$ cat src/rtl/hpt_pkg.sv
package hpt_pkg;
  localparam int unsigned SLOT_W     = 3;
  localparam int unsigned GROUP_SIZE = 1 << SLOT_W;

  typedef enum logic {
    WLK_IDLE,
    WLK_WAIT
  } walk_state_t;
endpackage

$ cat src/rtl/hpt_hash.sv
module hpt_hash #(
  parameter int unsigned GRP_W = 10
) (
  input  logic [2*GRP_W-1:0] vpn_lo,
  input  logic               second,
  output logic [GRP_W-1:0]   grp_idx
);
  logic [GRP_W-1:0] fold;

  always_comb begin
    fold    = vpn_lo[GRP_W-1:0] ^ vpn_lo[2*GRP_W-1:GRP_W];
    grp_idx = second ? ~fold : fold;
  end
endmodule

$ cat src/rtl/hpt_addr_gen.sv
module hpt_addr_gen
  import hpt_pkg::*;
#(
  parameter int unsigned ADDR_W = 32,
  parameter int unsigned GRP_W  = 10
) (
  input  logic [ADDR_W-1:0] base,
  input  logic [GRP_W-1:0]  grp_idx,
  input  logic [SLOT_W-1:0] slot,
  output logic [ADDR_W-1:0] addr
);
  localparam int unsigned OFS_W = GRP_W + SLOT_W;

  generate
    if (ADDR_W < OFS_W) begin : g_bad_addr
      $error("hpt_addr_gen: ADDR_W too small for table");
    end
  endgenerate

  logic [OFS_W-1:0] ofs;

  always_comb begin
    ofs  = {grp_idx, slot};
    addr = base + ADDR_W'(ofs);
  end
endmodule

$ cat src/rtl/hpt_pte_check.sv
module hpt_pte_check #(
  parameter int unsigned TAG_W  = 30,
  parameter int unsigned PPN_W  = 28,
  parameter int unsigned PROT_W = 4,
  parameter int unsigned PTE_W  = 2 + TAG_W + PPN_W + PROT_W
) (
  input  logic [PTE_W-1:0]  pte,
  input  logic [TAG_W-1:0]  tag_ref,
  input  logic              second,
  output logic              match,
  output logic [PPN_W-1:0]  ppn,
  output logic [PROT_W-1:0] prot
);
  localparam int unsigned PPN_LO = PROT_W;
  localparam int unsigned TAG_LO = PROT_W + PPN_W;
  localparam int unsigned HSEL_B = TAG_LO + TAG_W;
  localparam int unsigned VLD_B  = HSEL_B + 1;

  generate
    if (PTE_W != VLD_B + 1) begin : g_bad_pte
      $error("hpt_pte_check: PTE_W does not fit the field layout");
    end
  endgenerate

  logic             vld;
  logic             hsel;
  logic [TAG_W-1:0] tag;

  always_comb begin
    vld   = pte[VLD_B];
    hsel  = pte[HSEL_B];
    tag   = pte[TAG_LO +: TAG_W];
    ppn   = pte[PPN_LO +: PPN_W];
    prot  = pte[0 +: PROT_W];
    match = vld && (hsel == second) && (tag == tag_ref);
  end
endmodule

$ cat src/rtl/hpt_walker.sv
module hpt_walker
  import hpt_pkg::*;
#(
  parameter int unsigned VPN_W  = 40,
  parameter int unsigned GRP_W  = 10,
  parameter int unsigned PPN_W  = 28,
  parameter int unsigned PROT_W = 4,
  parameter int unsigned ADDR_W = 32,
  parameter int unsigned PTE_W  = 2 + (VPN_W - GRP_W) + PPN_W + PROT_W
) (
  input  logic              clk,
  input  logic              rst,
  input  logic              req_valid,
  output logic              req_ready,
  input  logic [VPN_W-1:0]  req_vpn,
  input  logic [ADDR_W-1:0] req_base,
  output logic              mem_rd_en,
  output logic [ADDR_W-1:0] mem_rd_addr,
  input  logic              mem_rd_valid,
  input  logic [PTE_W-1:0]  mem_rd_data,
  output logic              rsp_valid,
  output logic              rsp_hit,
  output logic              rsp_trap,
  output logic [PPN_W-1:0]  rsp_ppn,
  output logic [PROT_W-1:0] rsp_prot
);
  localparam int unsigned TAG_W     = VPN_W - GRP_W;
  localparam int unsigned TBL_ENTRY = GROUP_SIZE << GRP_W;
  localparam logic [SLOT_W-1:0] LAST_SLOT = SLOT_W'(GROUP_SIZE - 1);

  generate
    if (2 * GRP_W > VPN_W) begin : g_bad_hash
      $error("hpt_walker: hash needs 2*GRP_W <= VPN_W");
    end
    if (TBL_ENTRY < PPN_W) begin : g_bad_size
      $error("hpt_walker: table smaller than the physical page number width");
    end
  endgenerate

  walk_state_t       state_q;
  logic [VPN_W-1:0]  vpn_q;
  logic [ADDR_W-1:0] base_q;
  logic              pass_q;
  logic [SLOT_W-1:0] slot_q;

  logic              accept;
  logic              last_entry;
  logic              nxt_pass;
  logic [SLOT_W-1:0] nxt_slot;
  logic [VPN_W-1:0]  vpn_sel;
  logic [ADDR_W-1:0] base_sel;
  logic [GRP_W-1:0]  nxt_idx;
  logic [ADDR_W-1:0] nxt_addr;
  logic              ent_match;
  logic [PPN_W-1:0]  ent_ppn;
  logic [PROT_W-1:0] ent_prot;

  assign req_ready  = (state_q == WLK_IDLE);
  assign accept     = req_ready && req_valid;
  assign last_entry = pass_q && (slot_q == LAST_SLOT);

  always_comb begin
    if (accept) begin
      nxt_pass = 1'b0;
      nxt_slot = '0;
      vpn_sel  = req_vpn;
      base_sel = req_base;
    end else begin
      nxt_pass = pass_q | (slot_q == LAST_SLOT);
      nxt_slot = slot_q + SLOT_W'(1);
      vpn_sel  = vpn_q;
      base_sel = base_q;
    end
  end

  hpt_hash #(
    .GRP_W (GRP_W)
  ) i_hash (
    .vpn_lo  (vpn_sel[2*GRP_W-1:0]),
    .second  (nxt_pass),
    .grp_idx (nxt_idx)
  );

  hpt_addr_gen #(
    .ADDR_W (ADDR_W),
    .GRP_W  (GRP_W)
  ) i_addr (
    .base    (base_sel),
    .grp_idx (nxt_idx),
    .slot    (nxt_slot),
    .addr    (nxt_addr)
  );

  hpt_pte_check #(
    .TAG_W  (TAG_W),
    .PPN_W  (PPN_W),
    .PROT_W (PROT_W),
    .PTE_W  (PTE_W)
  ) i_check (
    .pte     (mem_rd_data),
    .tag_ref (vpn_q[VPN_W-1:GRP_W]),
    .second  (pass_q),
    .match   (ent_match),
    .ppn     (ent_ppn),
    .prot    (ent_prot)
  );

  always_ff @(posedge clk) begin
    if (rst) begin
      state_q     <= WLK_IDLE;
      vpn_q       <= '0;
      base_q      <= '0;
      pass_q      <= 1'b0;
      slot_q      <= '0;
      mem_rd_en   <= 1'b0;
      mem_rd_addr <= '0;
      rsp_valid   <= 1'b0;
      rsp_hit     <= 1'b0;
      rsp_trap    <= 1'b0;
      rsp_ppn     <= '0;
      rsp_prot    <= '0;
    end else begin
      mem_rd_en <= 1'b0;
      rsp_valid <= 1'b0;
      case (state_q)
        WLK_IDLE: begin
          if (req_valid) begin
            vpn_q       <= req_vpn;
            base_q      <= req_base;
            pass_q      <= nxt_pass;
            slot_q      <= nxt_slot;
            mem_rd_en   <= 1'b1;
            mem_rd_addr <= nxt_addr;
            state_q     <= WLK_WAIT;
          end
        end
        WLK_WAIT: begin
          if (mem_rd_valid) begin
            if (ent_match) begin
              rsp_valid <= 1'b1;
              rsp_hit   <= 1'b1;
              rsp_trap  <= 1'b0;
              rsp_ppn   <= ent_ppn;
              rsp_prot  <= ent_prot;
              state_q   <= WLK_IDLE;
            end else if (last_entry) begin
              rsp_valid <= 1'b1;
              rsp_hit   <= 1'b0;
              rsp_trap  <= 1'b1;
              rsp_ppn   <= '0;
              rsp_prot  <= '0;
              state_q   <= WLK_IDLE;
            end else begin
              pass_q      <= nxt_pass;
              slot_q      <= nxt_slot;
              mem_rd_en   <= 1'b1;
              mem_rd_addr <= nxt_addr;
            end
          end
        end
        default: state_q <= WLK_IDLE;
      endcase
    end
  end
endmodule

$ cat config.mk
export PLATFORM = sky130hd
export DESIGN_NAME = hpt_walker
export DESIGN_NICKNAME = d
export VERILOG_FILES = /design/src/rtl/hpt_pkg.sv /design/src/rtl/hpt_hash.sv /design/src/rtl/hpt_addr_gen.sv /design/src/rtl/hpt_pte_check.sv /design/src/rtl/hpt_walker.sv
export SDC_FILE = /design/constraint.sdc
export NUM_CORES = 1
export LEC_CHECK = 0
export BUFFER_PORTS_ARGS = -buffer_cell sky130_fd_sc_hd__buf_2
export CORE_ASPECT_RATIO = 1.2
export CORE_MARGIN = 4
export CORE_UTILIZATION = 47
export DETAILED_ROUTE_END_ITERATION = 16
export HOLD_SLACK_MARGIN = 0.15
export PLACE_DENSITY = 0.86
export SETUP_SLACK_MARGIN = 0.5
export SYNTH_ARGS = -nofsm -noshare
export SYNTH_HDL_FRONTEND = slang
export SYNTH_SLANG_ARGS = --single-unit
$ cat constraint.sdc
create_clock -name clk -period 3.5 [get_ports clk]
set_clock_uncertainty 0.1 [all_clocks]
set_input_delay 0.175 -clock clk [delete_from_list [all_inputs] [get_ports clk]]
set_output_delay 0.175 -clock clk [all_outputs]
set_load 0.005 [all_outputs]
Word-level counts from Yosys, hierarchy flattened
Cells that the tools add are included.
{"block": "classes", "muxes": 37, "n_addsub": 2, "n_reduce_logical": 9, "n_eq_ne": 7, "n_bitwise": 5}
{"operator": "32-bit two-way mux", "count": 5}
{"operator": "32-bit case mux with 2 select lines", "count": 1}
{"operator": "28-bit two-way mux", "count": 2}
{"operator": "32-bit by 13-bit adder with 32-bit output", "count": 1}
{"operator": "30-bit == test", "count": 1}
{"operator": "20-bit two-way mux", "count": 1}
{"operator": "1-bit two-way mux", "count": 16}
{"operator": "3-bit two-way mux", "count": 5}
{"operator": "10-bit two-way mux", "count": 1}
{"operator": "10-bit inverter", "count": 1}
{"operator": "10-bit bitwise XOR", "count": 1}
{"operator": "4-bit two-way mux", "count": 2}
{"operator": "2-bit inequality test (second input constant)", "count": 4}
{"operator": "1-bit case mux with 2 select lines", "count": 3}
{"operator": "3-bit case mux with 2 select lines", "count": 1}
{"operator": "1-bit logical AND", "count": 4}
{"operator": "4-bit AND reduction", "count": 1}
{"operator": "3-bit by 1-bit adder with 3-bit output (second input constant)", "count": 1}
{"operator": "3-bit == test (second input constant)", "count": 1}
{"operator": "3-bit AND reduction", "count": 1}
{"operator": "3-bit OR reduction", "count": 1}
{"operator": "1-bit inverter", "count": 2}
{"operator": "2-bit AND reduction", "count": 1}
{"operator": "2-bit nonzero test", "count": 1}
{"operator": "other kinds (2)", "count": 2}
{"block": "totals", "out_inout_bits": 69, "regBits": 145, "inputBits": 140, "elab_cells": 72}

Depth between registers and ports, before layout
Gate-level depths: netlist of run 1.
{"block": "logic_depth", "word_depth": 11, "ltp_mapped": 19, "ltp_nobuf": 13}

Modules after synthesis
From an unflattened synthesis of run 1, not the netlist that was laid out.
{"block": "unflattened", "hier_cells": 865, "area_unflattened_um2": 8181.6}
{"module": "hpt_walker", "area_each_um2": 6190.9, "cells_per_inst": 634, "seq_area_each_um2": 2902.8, "instances": 1}
{"module": "hpt_addr_gen", "area_each_um2": 1144.8, "cells_per_inst": 146, "seq_area_each_um2": 0.0, "instances": 1}
{"module": "hpt_pte_check", "area_each_um2": 596.8, "cells_per_inst": 74, "seq_area_each_um2": 0.0, "instances": 1}
{"module": "hpt_hash", "area_each_um2": 249.0, "cells_per_inst": 11, "seq_area_each_um2": 0.0, "instances": 1}

Worst setup path before layout of run 1
OpenSTA, ideal clock, no wires.
{"block": "synth_path", "path_type": "register to register", "from": "register state_q", "to": "register mem_rd_addr[26]", "period_less_slack_ns": 3.778, "setup_slack_ns": -0.278, "arrival_time_ns": 3.552, "setup_ns": 0.125, "path_stages_with_launch": 20, "cell_sequence": "dfxtp_1 buf_6 nand2b_4 buf_6 buf_2 buf_2 buf_2 buf_2 nand2_1 nand2_1 ha_1 inv_1 fa_1 nor2b_1 o31ai_1 a2bb2oi_1 a31oi_4 nor4b_1 xor2_1 o21ai_0"}
{"block": "synth_between", "elab_chain_len": 11, "word_cells_on_any_way": 20}
{"element": "start, declared", "line_no": "hpt_walker.sv:40", "rtl": "walk_state_t state_q;"}
{"element": "start signal, assigned", "line_no": "hpt_walker.sv:110", "rtl": "state_q <= WLK_IDLE;"}
{"element": "start signal, assigned", "line_no": "hpt_walker.sv:134", "rtl": "state_q <= WLK_WAIT;"}
{"element": "start signal, assigned", "line_no": "hpt_walker.sv:145", "rtl": "state_q <= WLK_IDLE;"}
{"element": "1-bit inverter (no line)"}
{"element": "1-bit logical AND", "line_no": "hpt_walker.sv:59", "rtl": "assign accept = req_ready && req_valid;"}
{"element": "20-bit two-way mux", "line_no": "hpt_walker.sv:63", "rtl": "if (accept) begin"}
{"element": "10-bit bitwise XOR", "line_no": "hpt_hash.sv:11", "rtl": "fold = vpn_lo[GRP_W-1:0] ^ vpn_lo[2*GRP_W-1:GRP_W];"}
{"element": "10-bit inverter", "line_no": "hpt_hash.sv:12", "rtl": "grp_idx = second ? ~fold : fold;"}
{"element": "10-bit two-way mux", "line_no": "hpt_hash.sv:12"}
{"element": "32-bit by 13-bit adder with 32-bit output", "line_no": "hpt_addr_gen.sv:24", "rtl": "addr = base + ADDR_W'(ofs);"}
{"element": "32-bit two-way mux", "line_no": "hpt_walker.sv:146", "rtl": "end else if (last_entry) begin"}
{"element": "32-bit two-way mux", "line_no": "hpt_walker.sv:139", "rtl": "if (ent_match) begin"}
{"element": "32-bit two-way mux", "line_no": "hpt_walker.sv:138", "rtl": "if (mem_rd_valid) begin"}
{"element": "32-bit case mux with 2 select lines", "line_no": "hpt_walker.sv:125", "rtl": "case (state_q)"}
{"element": "end signal, assigned", "line_no": "hpt_walker.sv:133", "rtl": "mem_rd_addr <= nxt_addr;"}
{"element": "end signal, assigned", "line_no": "hpt_walker.sv:157", "rtl": "mem_rd_addr <= nxt_addr;"}
{"element": "end, declared", "line_no": "hpt_walker.sv:18", "rtl": "output logic [ADDR_W-1:0] mem_rd_addr,"}
Several ways; a longest one is shown, not always the timed one. The select of a mux whose other input is x is not followed.
A chain may end at the register's enable or synchronous reset.

Worst setup path in the final report of run 1
{"block": "layout_path", "from": "register state_q", "to": "register mem_rd_addr[24]"}
The elaborated chain is that of the path after synthesis.

==> flow_summary.toml, run 1 <==
[drt]
num_vias = 7943
wl_per_cell_um = 20.2
drtPass1Iterations = 7
totalWireLength_um = 27300
post-route-drc-count = 0
wl_met2_um = 13400
route.met3.wl_um = 2520
maxUsedRoutingLayer = "met4"
antenna_left = 0
first_iter_violations = 1072
viasPerCell = 5.88
wl_met1_um = 9750

[clocking]
cts.sinks = 145
cts_buffers = 17
cts_tree = "done"
clock_path_buffers = 2
root_buffer = "clkbuf_16"
clkSlewWorstSetupHoldPaths_ns = 0.07
clock_latency_ns = 0.44
htreeDepth = 4

[worst_setup_path]
crit_family = "simple AND/OR/NAND/NOR gates"
worstPathArrival_ns = 3.35
critPathMostFrequentCell = "a21oi_1"
r2r-start = "state_q$_SDFF_PP0_"
required_ns = 3.69
critPathLaunchType = "register"
slowest_stage = "dfxtp_4"
cp_slowest_stage_delay_ns = 0.38
worstPathBufferInverterCount = 2
worstPathMaxFanout = 7
endpoint_kind = "register"
crit_start = "state_q$_SDFF_PP0_"
crit_type = "reg -> reg"
crit_chain = "nand2b_4, buf_8, nor2_1, a21oi_1, xnor2_1, ha_1, o21ai_0, nor2_2, a2bb2oi_4, buf_12, a31oi_4, or3_1, nand3_1, a21oi_1"

[global_route]
grt_pass1_wl_um = 39200
grt_pass1_vias = 7804
grt_max_degree = 68
track_usage_pct = 29.2
antenna_found_initial = 0
overflow = 0

[pwr]
cellPowerDensity_nw_per_um2 = 439
total_power_mw = 4.75
ir_worst_vdd_mv = 0.339
power_leakage_nw = 4.86

[layout]
drive_gt1_share_pct = 31.8
nets = 1319
fill_cells = 854
register_area_sq_um = 2910
fin_area_sq_um = 10800
syn_to_final_growth_pct = 57.6
multi_input_area_sq_um = 4280
layout.cells.non_filler = 1352

[synth]
synth-seq-area-share_pct = 42.3
synthCells = 806
synth.distinct_cells = 55
syn_nets = 962
avgSynthCellArea_sq_um = 8.52
yosys-top-cells-area = "dfxtp_1 (42%), nand2_1 (9.2%), xnor2_1 (8.0%)"
syn_area_sq_um = 6870
synth_most_common_cell = "nand2_1"
synth_edf_count = 0
async_reset_ff_share_pct = 0
synth_top_area_cell = "dfxtp_1"
synth-seq-cells = 145
synth_top_area_share_pct = 42.3
synth_common_cells = "nand2_1 (169), dfxtp_1 (145), a21oi_1 (91)"
synth.yosys.warnings = 0
synth_flop_cell = "dfxtp_1"

[placement]
post-dp-hpwl_um = 13500
dp.cells = 1156
place_area_sq_um = 8150
gp_congestion = 0.930
io_buffers = 208

[die]
row_count = 48
core_area_sq_um = 14400
fp.dieW_um = 118
die_area_sq_um = 16600
start_util_pct = 47.9
die_y_um = 140
io_pins = 209

[outcome]
outcome = "complete, no violations"

[sta]
hold-worst-slack_ns = 0.208
max_freq_mhz = 316
setup_viol = 0
tightest_slew_ns = 1.30
hold_viol_final = 0
min_period_ns = 3.16
relSlewSlack_pct = 12.9
slew_violations = 0
fin_crit_sh_pct = 90.3
grt_setup_unrepaired = "yes"

[min_path]
hp-start = "mem_rd_data[61]"
hold_class = "in -> reg"

[job]
max-cap-violations = 0
-- stage by stage --
step / TNS, ns / worst slack (ns) / util [%]
6_report: 0 / 0.338 / 75.4
5_1_grt: 0 / 0.219 / 75.4
4_1_cts: 0 / 0.495 / 71.7
3_5_place_dp: -1.34 / -0.177 / 56.8
3_3_place_gp: -0.285 / -0.0764 / 56.8
2_1_floorplan: 0 / 0.289 / -
-- worst min-delay path, delay by kind of cell --
kind / cells / cell delay [ns]
buf+inv: 1 / 0.08
compound gates: 1 / 0.08
xor+xnor: 1 / 0.05
simple gates: 3 / 0.30
-- layout make-up --
cell class | instances | area share [%]
Clock inverter | 13 | 1.35
Sequential cell | 145 | 26.9
Inverter | 7 | 0.243
Tap cell | 175 | 2.02
Multi-Input combinational cell | 611 | 39.5
Timing Repair Buffer | 381 | 25.8
Antenna cell | 1 | 0.0231
Clock buffer | 19 | 4.18
-- per-layer routing --
metal  GRT usage [%]  vias up
li1                -     3502
met1            32.0     3688
met2            50.5      585
met3            8.08      168
met4            16.8        0
met5               0        -
-- cells by family (layout without fill, tap and decap cells) --
group	Yosys count	in the layout	share of synthesized area [%]
other cells	0	1	0
simple gates	299	303	19.5
compound gates	181	182	17.0
fa+ha+maj	16	16	3.02
flops	145	145	42.3
xor+xnor	84	84	10.7
buf+inv	55	420	3.59
mux	26	26	3.97
-- power by group --
group / switching [mW] / internal [mW]
registers: 0.0599 / 1.74
clock network: 0.787 / 1.10
logic: 0.554 / 0.516
-- flip-flops by register name, summed over array words and instances (netlist names) --
| register | count |
|---|---|
| base_q | 32 |
| rsp_valid | 1 |
| rsp_hit | 1 |
| rsp_prot | 4 |
| state_q | 1 |
| rsp_trap | 1 |
| slot_q | 3 |
| mem_rd_addr | 32 |
| vpn_q | 40 |
| pass_q | 1 |
| rsp_ppn | 28 |
| mem_rd_en | 1 |
-- placed cells by master, fill, tap and decap left out, drive strengths merged, types with 2 or more instances in the layout --
| cell | n |
|---|---|
| xnor2 | 63 |
| a31oi | 10 |
| a21o | 7 |
| nor4b | 3 |
| o21ai | 14 |
| o211ai | 3 |
| bufinv | 2 |
| clkinv | 3 |
| ha | 15 |
| nand2b | 10 |
| nand3b | 8 |
| a22o | 32 |
| and3 | 4 |
| nor3 | 7 |
| and2 | 2 |
| a211oi | 10 |
| nor2b | 5 |
| a31o | 2 |
| nand3 | 9 |
| o31ai | 3 |
| nor2 | 58 |
| inv | 13 |
| clkinvlp | 2 |
| clkbuf | 21 |
| nor4 | 2 |
| buf | 255 |
| dfxtp | 145 |
| a21oi | 91 |
| and3b | 2 |
| mux2i | 26 |
| xor2 | 21 |
| nand2 | 170 |
| and4b | 2 |
| or3 | 3 |
| dlygate4sd3 | 123 |
| nand4 | 14 |
| a311oi | 2 |
| o21a | 2 |
-- what timing repair did --
action | CTS | global route
hold buffers | 123 | 0
setup endpoints to repair | 27 | 24
pin swaps | 12 | 35
gates cloned | 5 | 3
hold endpoints to repair | 132 | 0
gates resized for setup | 27 | 57
setup buffers | 15 | 17
-- worst paths after layout --
check,endpoint,slack (ns),cells after the start
min reg2reg,rsp_trap$_SDFFE_PP0P_,0.34,2
max,mem_rd_addr[24]$_SDFFE_PP0P_,0.34,14
min,rsp_hit$_SDFFE_PP0P_,0.21,6
max reg2reg,mem_rd_addr[24]$_SDFFE_PP0P_,0.34,14
Power figures use the tool's default switching activity.
==> inputs of run 2 (changes only) <==
- CORE_UTILIZATION: 47 -> 50
- PLACE_DENSITY: 0.86 -> 0.87
- clock period: 3.5 -> 3.2 ns (I/O delays scaled with it)
==> run 2 against run 1 <==
Compared with the run above: count of clock-buffer cells in the layout decreased by 2; critical path depth unchanged; maximum frequency increased by 0.58%; global-route usage rose by 4.7 points; worst hold slack got worse by 0.0034 ns; total power is 10% higher; worst setup slack got worse by 0.28 ns; routed wire length increased by 9.0%; cell count is 1.3% higher; die area fell by 5.6%.
==> flow_summary.toml, run 2 (synthesized netlist as in run 1, its figures left out) <==
[min_path]
hp-start = "mem_rd_data[54]"
hold_end = "rsp_hit$_SDFFE_PP0P_"
hold_class = "in -> reg"
whs_path_depth = 6

[clocking]
clock_latency_ns = 0.44
cts_tree = "done"
cts.sinks = 145
root_buffer = "clkbuf_16"
cts_buffers = 17
clkSlewWorstSetupHoldPaths_ns = 0.07
clock_path_buffers = 2
htreeDepth = 4

[pwr]
ir_worst_vdd_mv = 0.529
cellPowerDensity_nw_per_um2 = 476
power_leakage_nw = 4.96

[die]
fp.dieW_um = 115
start_util_pct = 51.4
die_area_sq_um = 15700
die_y_um = 136
io_pins = 209
core_area_sq_um = 13400
row_count = 46

[layout]
final_cell_mix = "buf_2 (207), nand2_1 (163), dfxtp_1 (142)"
max_flop_register = "vpn_q"
multi_input_area_sq_um = 4290
final_common_cell = "buf_2"
drive_gt1_share_pct = 33.3
nets = 1341
largestRegisters = "vpn_q: 40 flops, base_q: 32 flops, mem_rd_addr: 32 flops"
register_area_sq_um = 2910
syn_to_final_growth_pct = 59.7
layout.cells.non_filler = 1369
fill_cells = 687
largest_reg_flops = 40

[global_route]
overflow = 0
grt_util_met2_pct = 60.5
grt_use_met1_pct = 35.4
grt_pass1_vias = 8172
busiest_layer = "met2"
antenna_found_initial = 2
grt_util_met3_pct = 7.57
grt_pass1_wl_um = 41800
grt_max_degree = 88
track_usage_pct = 33.9

[worst_setup_path]
crit_type = "reg -> reg"
worstPathArrival_ns = 3.33
critPathLaunchType = "register"
r2r_cells = 14
worstPathMaxFanout = 7
crit_start = "state_q$_SDFF_PP0_"
required_ns = 3.39
ff2ff_setup_slack_ns = 0.06
endpoint_kind = "register"
r2r-start = "state_q$_SDFF_PP0_"
r2r-end = "mem_rd_addr[12]$_SDFFE_PP0P_"

[drt]
post-route-drc-count = 0
antenna_left = 0
totalWireLength_um = 29700
first_iter_violations = 1037
viasPerCell = 6.03
wl_per_cell_um = 21.7
drtPass1Iterations = 6
num_vias = 8260

[sta]
fin_crit_sh_pct = 98.2
tns_ns = 0
hold_viol_final = 0
relSlewSlack_pct = 34.7
min_period_ns = 3.14
tightest_slew_ns = 0.980
grt_setup_unrepaired = "yes"
max_freq_mhz = 318
slew_violations = 0
setup_viol = 0

[placement]
post-dp-hpwl_um = 13700
io_buffers = 208
dp.cells = 1169
gp_congestion = 0.911

[outcome]
outcome = "complete, no violations"

[job]
max-cap-violations = 0
[run 2: cell types whose count changed in the layout (fill, tap and decap cells not counted), sizes merged]
cell,delta
clkbuf,-4
buf,+19
clkinv,+4
diode,+2
bufinv,-1
nand2b,-2
clkinvlp,-1
dlygate4sd3,+7
[run 2: cell type report]
cell class	count	area share (%)
multi-input cells	609	39.1
repair buffers	405	26.9
flip-flops and latches	145	26.5
clock buffers	17	3.88
well taps	168	1.92
clock inverters	15	1.39
inverters	7	0.240
diodes	3	0.0684
[run 2: report_power, final]
part	leakage (nW)	switching, mW	internal (mW)
sequential	1.19	0.0660	1.90
combinational	3.50	0.645	0.599
clock	0.283	0.921	1.10
[run 2: worst max-delay path by stage]
stage	slack, ns	cells after the start	endpoint
after floorplan	-0.01	18	mem_rd_addr[18]$_SDFFE_PP0P_
after global placement	-0.36	13	mem_rd_addr[24]$_SDFFE_PP0P_
after detailed placement	-0.42	13	mem_rd_addr[20]$_SDFFE_PP0P_
after CTS	0.26	14	mem_rd_addr[30]$_SDFFE_PP0P_
after global routing	-0.001	14	mem_rd_addr[12]$_SDFFE_PP0P_
final	0.06	14	mem_rd_addr[12]$_SDFFE_PP0P_
[run 2: timing repair]
item / CTS / global route
buffers inserted: 26 / 5
pin swaps: 27 / 16
gates resized for setup: 61 / 33
hold endpoints to repair: 119 / 0
hold buffers: 130 / 0
gates cloned: 4 / 0
endpoints found under the setup margin: 28 / 34
[run 2: metal layers]
metal	routed length, um	vias up	share of wire (%)
met3	2800	210	9.4
met4	2240	0	7.5
li1	-	3548	-
met2	14700	661	50
met5	0	-	0
met1	9960	3841	34
[run 2: worst max-delay path: stages, from the launching register on]
cell and delay (ns):
dfxtp_4 0.39, nand2b_4 0.22, buf_6 0.16, nor2_4 0.04
a21oi_4 0.19, xnor2_2 0.18, ha_4 0.26, a21o_1 0.20
buf_4 0.14, buf_4 0.13, nand3b_1 0.23, a31oi_4 0.24
nor4bb_1 0.10, o31ai_1 0.29, a21oi_1 0.11
[run 2: metrics by stage]
step	cell area (sq um)	power (mW)	setup slack (ns)	util, %	hold slack [ns]
after CTS	10700	5.00	0.257	80.3	0.179
after floorplan	7040	2.53	-0.0108	-	0.170
final	11000	5.23	0.0564	82.1	0.205
after global routing	11000	5.35	-0.00140	82.1	0.223
after detailed placement	8300	2.81	-0.420	62.2	0.274
after global placement	8300	2.79	-0.364	62.2	0.269
==> inputs of run 3 (changes only) <==
- CAP_MARGIN: not set -> 0
- clock period: 3.2 -> 3.05 ns (I/O delays scaled with it)
==> run 3 against run 2 <==
Compared with the run above: the run now ends with setup timing left; first-iteration DRC count up 4.6%; global-route usage up 2.2 points; total power up 11%; sequential share of layout area shrank 0.97 points; non-clock buffer count up 2; sequential power increased by 5%.
==> flow_summary.toml, run 3 (synthesized netlist as in run 1, its figures left out) <==
[clocking]
cts_buffers = 17
cts.sinks = 145
cts_tree = "done"
clock_path_buffers = 2
clkSlewWorstSetupHoldPaths_ns = 0.07
root_buffer = "clkbuf_16"
htreeDepth = 4
clock_latency_ns = 0.45

[worst_setup_path]
required_ns = 3.30
r2r-start = "vpn_q[12]$_SDFFE_PP0N_"
crit_type = "reg -> reg"
r2r-end = "mem_rd_addr[28]$_SDFFE_PP0P_"
worstPathArrival_ns = 3.55
ff2ff_setup_slack_ns = -0.26
endpoint_kind = "register"
worstPathMaxFanout = 5
critPathLaunchType = "register"
crit_start = "vpn_q[12]$_SDFFE_PP0N_"
r2r_cells = 11

[drt]
viasPerCell = 6.15
antenna_left = 0
totalWireLength_um = 32200
first_iter_violations = 1085
num_vias = 8425
post-route-drc-count = 0
wl_per_cell_um = 23.5
drtPass1Iterations = 8

[layout]
drive_gt1_share_pct = 38.5
syn_to_final_growth_pct = 65.6
nets = 1343
max_flop_register = "vpn_q"
fill_cells = 613
multi_input_area_sq_um = 4610
fin_area_sq_um = 11400
layout.cells.non_filler = 1369
register_area_sq_um = 2910
postLayoutCoreUtil_pct = 85.2
final_common_cell = "buf_2"
final_cell_mix = "buf_2 (207), nand2_1 (158), dfxtp_1 (142)"
largest_reg_flops = 40
largestRegisters = "vpn_q: 40 flops, base_q: 32 flops, mem_rd_addr: 32 flops"

[global_route]
grt_pass1_wl_um = 44000
grt_max_degree = 61
track_usage_pct = 36.1
antenna_found_initial = 0
overflow = 0
grt_pass1_vias = 8383

[pwr]
total_power_mw = 5.78
cellPowerDensity_nw_per_um2 = 508
ir_worst_vdd_mv = 0.551
power_leakage_nw = 5.06

[min_path]
hp-start = "rst"
whs_path_depth = 4
hold_end = "state_q$_SDFF_PP0_"
hold_class = "in -> reg"

[sta]
min_period_ns = 3.31
slew_violations = 0
max_freq_mhz = 302
setup_slack_ns = -0.258
fin_crit_sh_pct = 108
hold_viol_final = 0
grt_setup_unrepaired = "yes"
tightest_slew_ns = 0.772
tns_ns = -3.56
setup_viol = 23
relSlewSlack_pct = 47.1
hold-worst-slack_ns = 0.169

[placement]
place_area_sq_um = 8380
io_buffers = 208
pre_cts_slack_ns = -0.541
gp_congestion = 0.889
post-dp-hpwl_um = 14000
dp.cells = 1179

[die]
core_area_sq_um = 13400
row_count = 46
die_area_sq_um = 15700
io_pins = 209
die_y_um = 136
start_util_pct = 51.4
fp.dieW_um = 115

[job]
max-cap-violations = 0

[outcome]
outcome = "finished, violations left"
violations = "setup timing"
-- run 3: changes by cell type in the layout (fill, tap and decap cells not counted), sizes merged --
| cell | delta |
|---|---|
| diode | -2 |
| dlygate4sd3 | -24 |
| clkinvlp | +2 |
| clkinv | -4 |
| bufinv | +3 |
| inv | -1 |
| buf | +26 |
-- run 3: layout make-up --
| type | instances | area share [%] |
|---|---|---|
| multi-input combinational | 609 | 40.5 |
| timing repair buffer | 407 | 26.3 |
| sequential | 145 | 25.5 |
| clock buffer | 17 | 3.74 |
| tap | 168 | 1.85 |
| clock inverter | 15 | 1.79 |
| inverter | 7 | 0.231 |
| antenna | 1 | 0.0220 |
-- run 3: worst max-delay path by stage --
stage               cells past startpoint                      endpoint  slack (ns)
floorplan                              18  mem_rd_addr[18]$_SDFFE_PP0P_       -0.16
global placement                       13  mem_rd_addr[20]$_SDFFE_PP0P_       -0.42
detailed placement                     14  mem_rd_addr[26]$_SDFFE_PP0P_       -0.54
CTS                                    16  mem_rd_addr[22]$_SDFFE_PP0P_        0.09
global route                           11  mem_rd_addr[28]$_SDFFE_PP0P_       -0.30
finish                                 11  mem_rd_addr[28]$_SDFFE_PP0P_       -0.26
-- run 3: critical path, cell delays in order, from the launching register on --
cell and delay (ns):
dfxtp_1 0.53, xor2_1 0.46, a21oi_4 0.15, xnor2_2 0.30, ha_4 0.27, a2111oi_4 0.36
a2bb2oi_2 0.11, buf_6 0.16, a31oi_4 0.29, nor3_2 0.10, xor2_1 0.16, o21ai_0 0.22
-- run 3: power by group --
part | internal [mW] | switching (mW) | total (mW) | leakage [nW]
registers | 1.99 | 0.0726 | 2.07 | 1.19
logic | 0.675 | 0.750 | 1.43 | 3.57
clock network | 1.38 | 0.912 | 2.29 | 0.302
-- run 3: metal layers --
layer  GRT usage [%]  wire, um  vias to the layer above
met1            38.1     10800                     3911
li1                -         -                     3551
met2            60.6     15600                      710
met4            26.8      2700                        0
met5               0         0                        -
met3            10.4      3070                      253
-- run 3: repair_timing --
| action | 4_1_cts | 5_1_grt |
|---|---|---|
| hold endpoints to repair | 119 | 0 |
| pin swaps | 33 | 37 |
| hold buffers | 106 | 0 |
| gates resized for setup | 114 | 66 |
| buffers inserted | 36 | 10 |
| setup endpoints to repair | 67 | 67 |
| cloned | 5 | 0 |
